## src/rtl/pbus_pkg.sv

```systemverilog
`timescale 1ns/1ps
package pbus_pkg;

    typedef enum logic [1:0] {
        ST_IDLE   = 2'd0,
        ST_SETUP  = 2'd1,
        ST_STROBE = 2'd2,
        ST_HOLD   = 2'd3
    } pbus_state_e;

    // A phase length of zero is raised to one cycle.
    function automatic int eff_count(input int raw);
        return (raw < 1) ? 1 : raw;
    endfunction

endpackage

```

## src/rtl/pbus_phase_timer.sv

```systemverilog
`timescale 1ns/1ps
module pbus_phase_timer #(
    parameter int SETUP_EFF  = 7,
    parameter int STROBE_EFF = 5
) (
    input  logic clk,
    input  logic rst_n,
    input  logic load_setup,
    input  logic load_strobe,
    output logic done
);
    localparam int MAXC = (SETUP_EFF > STROBE_EFF) ? SETUP_EFF : STROBE_EFF;
    localparam int CW   = (MAXC < 2) ? 1 : $clog2(MAXC);

    logic [CW-1:0] cnt_q;

    always_ff @(posedge clk or negedge rst_n) begin
        if (!rst_n) begin
            cnt_q <= '0;
        end else if (load_setup) begin
            cnt_q <= CW'(SETUP_EFF - 1);
        end else if (load_strobe) begin
            cnt_q <= CW'(STROBE_EFF - 1);
        end else if (cnt_q != '0) begin
            cnt_q <= cnt_q - 1'b1;
        end
    end

    assign done = (cnt_q == '0);

endmodule

```

## src/rtl/pbus_ctrl_fsm.sv

```systemverilog
`timescale 1ns/1ps
module pbus_ctrl_fsm
    import pbus_pkg::*;
(
    input  logic        clk,
    input  logic        rst_n,
    input  logic        req_valid,
    input  logic        tmr_done,
    output pbus_state_e state_q,
    output pbus_state_e state_d,
    output logic        accept,
    output logic        load_setup,
    output logic        load_strobe,
    output logic        req_ready
);

    always_ff @(posedge clk or negedge rst_n) begin
        if (!rst_n) begin
            state_q <= ST_IDLE;
        end else begin
            state_q <= state_d;
        end
    end

    always_comb begin
        state_d     = state_q;
        load_setup  = 1'b0;
        load_strobe = 1'b0;
        unique case (state_q)
            ST_IDLE: begin
                if (req_valid) begin
                    state_d    = ST_SETUP;
                    load_setup = 1'b1;
                end
            end
            ST_SETUP: begin
                if (tmr_done) begin
                    state_d     = ST_STROBE;
                    load_strobe = 1'b1;
                end
            end
            ST_STROBE: begin
                if (tmr_done) begin
                    state_d = ST_HOLD;
                end
            end
            ST_HOLD: begin
                state_d = ST_IDLE;
            end
        endcase
    end

    assign req_ready = (state_q == ST_IDLE);
    assign accept    = req_ready && req_valid;

endmodule

```

## src/rtl/pbus_pin_drv.sv

```systemverilog
`timescale 1ns/1ps
module pbus_pin_drv
    import pbus_pkg::*;
#(
    parameter int BUS_W = 8
) (
    input  logic             clk,
    input  logic             rst_n,
    input  logic             accept,
    input  logic [BUS_W-1:0] req_byte,
    input  logic             req_is_data,
    input  pbus_state_e      state_d,
    output logic [BUS_W-1:0] bus_db,
    output logic             bus_rs,
    output logic             bus_wr_n,
    output logic             bus_rd_n
);

    always_ff @(posedge clk or negedge rst_n) begin
        if (!rst_n) begin
            bus_db   <= '0;
            bus_rs   <= 1'b0;
            bus_wr_n <= 1'b1;
        end else begin
            if (accept) begin
                bus_db <= req_byte;
                bus_rs <= req_is_data;
            end
            bus_wr_n <= (state_d != ST_STROBE);
        end
    end

    assign bus_rd_n = 1'b1;

endmodule

```

## src/rtl/pbus_wr_engine.sv

```systemverilog
`timescale 1ns/1ps
module pbus_wr_engine
    import pbus_pkg::*;
#(
    parameter int BUS_W      = 8,
    parameter int SETUP_CYC  = 7,
    parameter int STROBE_CYC = 5
) (
    input  logic             clk,
    input  logic             rst_n,
    input  logic             req_valid,
    output logic             req_ready,
    input  logic             req_is_data,
    input  logic [BUS_W-1:0] req_byte,
    output logic [BUS_W-1:0] bus_db,
    output logic             bus_rs,
    output logic             bus_wr_n,
    output logic             bus_rd_n
);
    localparam int SETUP_EFF  = eff_count(SETUP_CYC);
    localparam int STROBE_EFF = eff_count(STROBE_CYC);

    pbus_state_e state_q;
    pbus_state_e state_d;
    logic        accept;
    logic        load_setup;
    logic        load_strobe;
    logic        tmr_done;

    pbus_ctrl_fsm u_fsm (
        .clk         (clk),
        .rst_n       (rst_n),
        .req_valid   (req_valid),
        .tmr_done    (tmr_done),
        .state_q     (state_q),
        .state_d     (state_d),
        .accept      (accept),
        .load_setup  (load_setup),
        .load_strobe (load_strobe),
        .req_ready   (req_ready)
    );

    pbus_phase_timer #(
        .SETUP_EFF  (SETUP_EFF),
        .STROBE_EFF (STROBE_EFF)
    ) u_timer (
        .clk         (clk),
        .rst_n       (rst_n),
        .load_setup  (load_setup),
        .load_strobe (load_strobe),
        .done        (tmr_done)
    );

    pbus_pin_drv #(
        .BUS_W (BUS_W)
    ) u_pins (
        .clk         (clk),
        .rst_n       (rst_n),
        .accept      (accept),
        .req_byte    (req_byte),
        .req_is_data (req_is_data),
        .state_d     (state_d),
        .bus_db      (bus_db),
        .bus_rs      (bus_rs),
        .bus_wr_n    (bus_wr_n),
        .bus_rd_n    (bus_rd_n)
    );

endmodule

```

## config.mk

```make
export PLATFORM = sky130hd
export DESIGN_NAME = pbus_wr_engine
export DESIGN_NICKNAME = d
export VERILOG_FILES = /design/src/rtl/pbus_pkg.sv /design/src/rtl/pbus_phase_timer.sv /design/src/rtl/pbus_ctrl_fsm.sv /design/src/rtl/pbus_pin_drv.sv /design/src/rtl/pbus_wr_engine.sv
export SDC_FILE = /design/constraint.sdc
export NUM_CORES = 1
export LEC_CHECK = 0
export CORE_UTILIZATION = 40
export CTS_CLUSTER_SIZE = 14
export DETAILED_ROUTE_END_ITERATION = 8
export GPL_TIMING_DRIVEN = 1
export PLACE_DENSITY = 0.72
export SYNTH_ARGS = -nofsm -noshare
export SYNTH_HDL_FRONTEND = slang
export SYNTH_SLANG_ARGS = --single-unit
```

## constraint.sdc

```tcl
create_clock -name clk -period 1.95 [get_ports clk]
set_clock_uncertainty 0.1 [all_clocks]
set_input_delay 0.39 -clock clk [delete_from_list [all_inputs] [get_ports clk]]
set_output_delay 0.39 -clock clk [all_outputs]
set_load 0.01 [all_outputs]
```

==> Word-level counts from Yosys, hierarchy flattened <==
Cells that the tools add are included.
{ "classes": {"reduce_logical": 5, "eq_ne": 4, "addsub": 1, "mux": 11} }
{ "ops": {"columns": ["op", "count"], "rows": [
  ["$mux 3", 3],
  ["$pmux 2 s4", 1],
  ["$mux 2", 3],
  ["$reduce_bool 3->1", 2],
  ["$eq 2x2->1 const B", 2],
  ["$mux 1", 4],
  ["$logic_not 3->1", 1],
  ["$sub 3x1->3 const B", 1],
  ["$eq 2x1->1 const B", 1],
  ["$logic_not 2->1", 1],
  ["$ne 2x2->1 const B", 1],
  ["$logic_and 1x1->1", 1]
]} }
{ "totals": {"elab_cells": 26, "reg_bits": 15, "out_inout_bits": 12} }

==> Logic depth before layout (Yosys ltp) <==
{ "depth": {"word_depth": 5, "mapped_depth": 6, "mapped_depth_nobuf": 5} }

==> By module <==
Synthesis repeated with hierarchy kept, for this count alone.
{ "hier_totals": {"cells_unflattened": 52, "hier_area_um2": 705.7} }
{ "by_module_without_submodules": {"columns": ["mod", "instances", "cells_each", "seq_area_each_um2", "area_each_um2"], "rows": [
  ["pbus_pin_drv", 1, 23, 251.5, 415.4],
  ["pbus_phase_timer", 1, 17, 75.1, 180.2],
  ["pbus_ctrl_fsm", 1, 12, 50.0, 110.1]
]} }

==> Least setup slack after synthesis <==
OpenSTA, ideal clock, no wires.
{ "synth_timing": {"path_kind": "register to register", "start": "reg u_fsm.state_q[0]", "end": "reg u_pins.bus_db[0]", "path_stages_with_launch": 5, "setup_ns": 0.125, "t_arrival_ns": 1.207, "path_slack_ns": 0.518, "path_cell_list": "dfrtp_1 -> nor2_2 -> and2_4 -> buf_6 -> mux2_4"} }
{ "synth_via": {"elab_chain_len": 2} }
{ "synth_rtl": {"columns": ["item", "line", "rtl"], "rows": [
  ["start: declaration", "pbus_ctrl_fsm.sv:9", "output pbus_state_e state_q,"],
  ["start signal: assignment", "pbus_ctrl_fsm.sv:21", "state_q <= state_d;"],
  ["$logic_not 2->1", "pbus_ctrl_fsm.sv:53", "assign req_ready = (state_q == ST_IDLE);"],
  ["named net req_ready", "pbus_wr_engine.sv:12", "output logic req_ready,"],
  ["$logic_and 1x1->1", "pbus_ctrl_fsm.sv:54", "assign accept = req_ready && req_valid;"],
  ["end signal: assignment", "pbus_pin_drv.sv:26", "bus_db <= req_byte;"],
  ["end: declaration", "pbus_pin_drv.sv:13", "output logic [BUS_W-1:0] bus_db,"]
]} }
The timed path passes the listed nets, and every way through them passes these cells.
A chain may end at the register's enable or synchronous reset.

==> Final worst setup path <==
{ "layout_timing": {"start": "reg u_pins.bus_wr_n", "end": "out bus_wr_n"} }
{ "layout_lines": {"columns": ["item", "line", "rtl"], "rows": [
  ["start: declaration", "pbus_pin_drv.sv:15", "output logic bus_wr_n,"],
  ["start signal: assignment", "pbus_pin_drv.sv:29", "bus_wr_n <= (state_d != ST_STROBE);"],
  ["end: declaration", "pbus_wr_engine.sv:17", "output logic bus_wr_n,"]
]} }
No word-level cell between the ends.

==> impl_metrics.csv <==
group,metric,value,unit
routing,antenna_left,0,
global_routing,grt.overflow.total,0,
critical_path,crit_type,"flip-flop to output port",
global_routing,gr-usage-all-layers,15.22,%
clock_tree,clockBufferDepth,2,
clock_tree,htree_levels,1,
clock_tree,clk-insertion-delay-late,0.28,ns
critical_path,r2r_start,"u_fsm.state_q[0]$_DFF_PN0_",
synth,ys_warn_count,0,
clock_tree,cts_tree,"yes",
critical_path,cp_max_fo,1,
floorplan,core_area,1559,um^2
timing,period_needed,1.819,ns
place,place_ws,0.2446,ns
critical_path,cp_data_arrival_time,1.33,ns
power,peakVddDrop,0.7928,mV
power,pwr-share-comb,49.0,%
place,port_buffers,22,
flow_run,maxCapViolCount,0,
power,switchingPower,0.0004653,W
critical_path,endpoint_kind,"output port",
timing,setup_viol,0,
synth,postSynth.asyncResetShare,100.0,%
routing,vias,436,
critical_path,rr_worst_depth,3,
power,swShare,31.57,%
synth,synth_flop_cell,"dfrtp_1",
timing,finalSetupTns,0,ns
critical_path,required,1.46,ns
global_routing,antenna_found_initial,0,
synth,yosys_register_bits,15,
place,finalWeightedCongestion,0.7578,
floorplan,die_area,1897,um^2
power,p_int,0.001009,W
layout,design_area,949.7,um^2
timing,fin_crit_sh,93.26,%
synth,synth-edff-count,0,
critical_path,start_kind,"flip-flop",
timing,rsz0062_at_grt,"no",
layout,final_core_util,60.91,%
clock_tree,clk_transition_reported_paths,0.10,ns
clock_tree,cts.sinks,15,
power,cellLeakagePower,0.4323,nW
synth,yosys.cell_types.count,24,
synth,yosysSeqAreaShare,54.53,%
global_routing,grt_max_degree,11,
timing,setup_ws,0.1315,ns
timing,slew_violations,0,
routing,wirelength,1.182,mm
global_routing,grt_pass1_wl,2.042,mm
critical_path,worstPathBufferInverterCount,1,
routing,route.detailed.drc,0,
layout,area_growth_syn_to_layout,37.50,%
routing,dr.pass1.iters,2,
place,dpl_cell_area,923.4,um^2
synth,syn-mean-instance-area,13.54,um^2
synth,syn_nets,65,
critical_path,crit_chain,"clkdlybuf4s50_1",
critical_path,cpLargestDelayFamily,"flip-flops",
synth,synthCells,51,
min_path,hp-class,"primary input to asynchronous set/reset pin",
global_routing,grt_pass1_vias,435,
floorplan,ios,24,
critical_path,crit_cells,1,
critical_path,cp_slowest_cell,"dfstp_2",
layout,nNetsFinal,91,
clock_tree,cts-root-buf,"clkbuf_4",
clock_tree,cts_inserted_buffers,3,
routing,routed_via_density,4.739,
power,seqPwrFrac,38.8,%
clock_tree,post_cts_buffers,0,
power,finalPower,0.001474,W
floorplan,start_util,44.30,%
floorplan,dieHeight,43.56,um
routing,drt_iter0_markers,6,
place,dp_hpwl,880.3,um
floorplan,row_count,14,
layout,drive_gt1_share,23.68,%
timing,hold_violations,0,
power,p_clk_share,12.3,%
layout,fillers,140,
routing,routedWlPerCell,12.85,um
synth,netlist_area,690.7,um^2
layout,insertedDiodeCount,0,
critical_path,startpoint,"u_pins.bus_wr_n$_DFF_PN1_",
run_status,status,"finished, final reports clean",
timing,clock.fmax,0.5499,GHz
power,power_density,1552,nW/um^2
critical_path,crit_path_max_incr_delay,0.53,ns
floorplan,die_w,43.56,um
-- kinds of logic (layout without fill, tap and decap cells) --
kind of cell,after synthesis,after routing,synth area share (%)
adder cells (fa/ha/maj),2,2,3.623
flip-flops,15,15,54.53
buffers and inverters,5,30,4.348
AND/OR/NAND/NOR,13,13,10.87
other,1,1,0.5430
multiplexers,10,10,21.01
AO/OA/AOI/OAI,5,5,5.072
-- per-stage QoR --
step           hold WS (ns)  std cells
3_5_place_dp         0.3936         88
6_report             0.2556         92
2_1_floorplan     -0.005591         51
3_3_place_gp         0.3968         88
5_1_grt              0.2819         92
4_1_cts              0.2688         92
-- layer usage --
layer | up-vias | global-route usage (%) | wire length (um)
met5 | - | 0 | 0
met4 | 0 | 9.375 | 9
met3 | 2 | 3.750 | 39
met2 | 9 | 19.70 | 531
met1 | 205 | 22.62 | 602
li1 | 220 | - | -
-- repair_timing --
action,in CTS,in global routing
endpoints found under the setup margin,1,0
gates resized for setup,1,0
hold buffers,0,0
-- cell type report --
class,instances,area [um^2],area share [%]
Sequential cell,15,376.6,39.66
Multi-Input combinational cell,31,284.0,29.91
Timing Repair Buffer,24,234.0,24.64
Clock buffer,3,22.52,2.372
Tap cell,16,20.02,2.108
Inverter,2,7.507,0.7905
Clock inverter,1,5.005,0.5270
-- cell usage after synthesis, types with 2 or more instances --
cell type  instances  share of area [%]
mux2_4             9                 20
a211oi_1           2                2.2
nand3_1            2                1.4
dfrtp_1           14                 51
nor2b_1            2                1.8
nand2_1            2                1.1
inv_1              2                1.1
ha_1               2                3.6
-- power groups by stage --
stage,clock [W],sequential (W),combinational (W)
global route,0.000196,0.000595,0.000786
CTS,0.000185,0.000572,0.000733
detailed placement,0,0.000575,0.000735
global placement,0,0.000575,0.000725
finish,0.000181,0.000571,0.000722
floorplan,0,0.000611,0.000387
-- placed cells by master (no fill, tap or decap), drive strengths merged --
master         count
clkdlybuf4s50     21
dfrtp             14
mux2               9
clkbuf             3
inv                2
nor2b              2
a211oi             2
nand2              2
nand3              2
ha                 2
buf                2
nor2               2
nor3               1
nand3b             1
nand2b             1
o21a               1
and2               1
mux2i              1
or2b               1
o211ai             1
a21oi              1
conb               1
clkinv             1
dlygate4sd2        1
dfstp              1
-- path summary, 6_finish.rpt --
path	endpoint	slack, ns
min	u_pins.bus_db[0]$_DFFE_PN0P_	0.26
max reg2reg	u_pins.bus_db[5]$_DFFE_PN0P_	0.55
min in group clk	u_pins.bus_db[5]$_DFFE_PN0P_	0.42
max	bus_wr_n	0.13
min reg2reg	u_pins.bus_db[5]$_DFFE_PN0P_	0.42
max in group asynchronous	u_pins.bus_wr_n$_DFF_PN1_	0.97
-- sequential cells by signal, summed over array words and instances (netlist names) --
signal / count
u_pins.bus_wr_n: 1
u_timer.cnt_q: 3
u_fsm.state_q: 2
u_pins.bus_db: 8
u_pins.bus_rs: 1
Power figures use the tool's default switching activity.
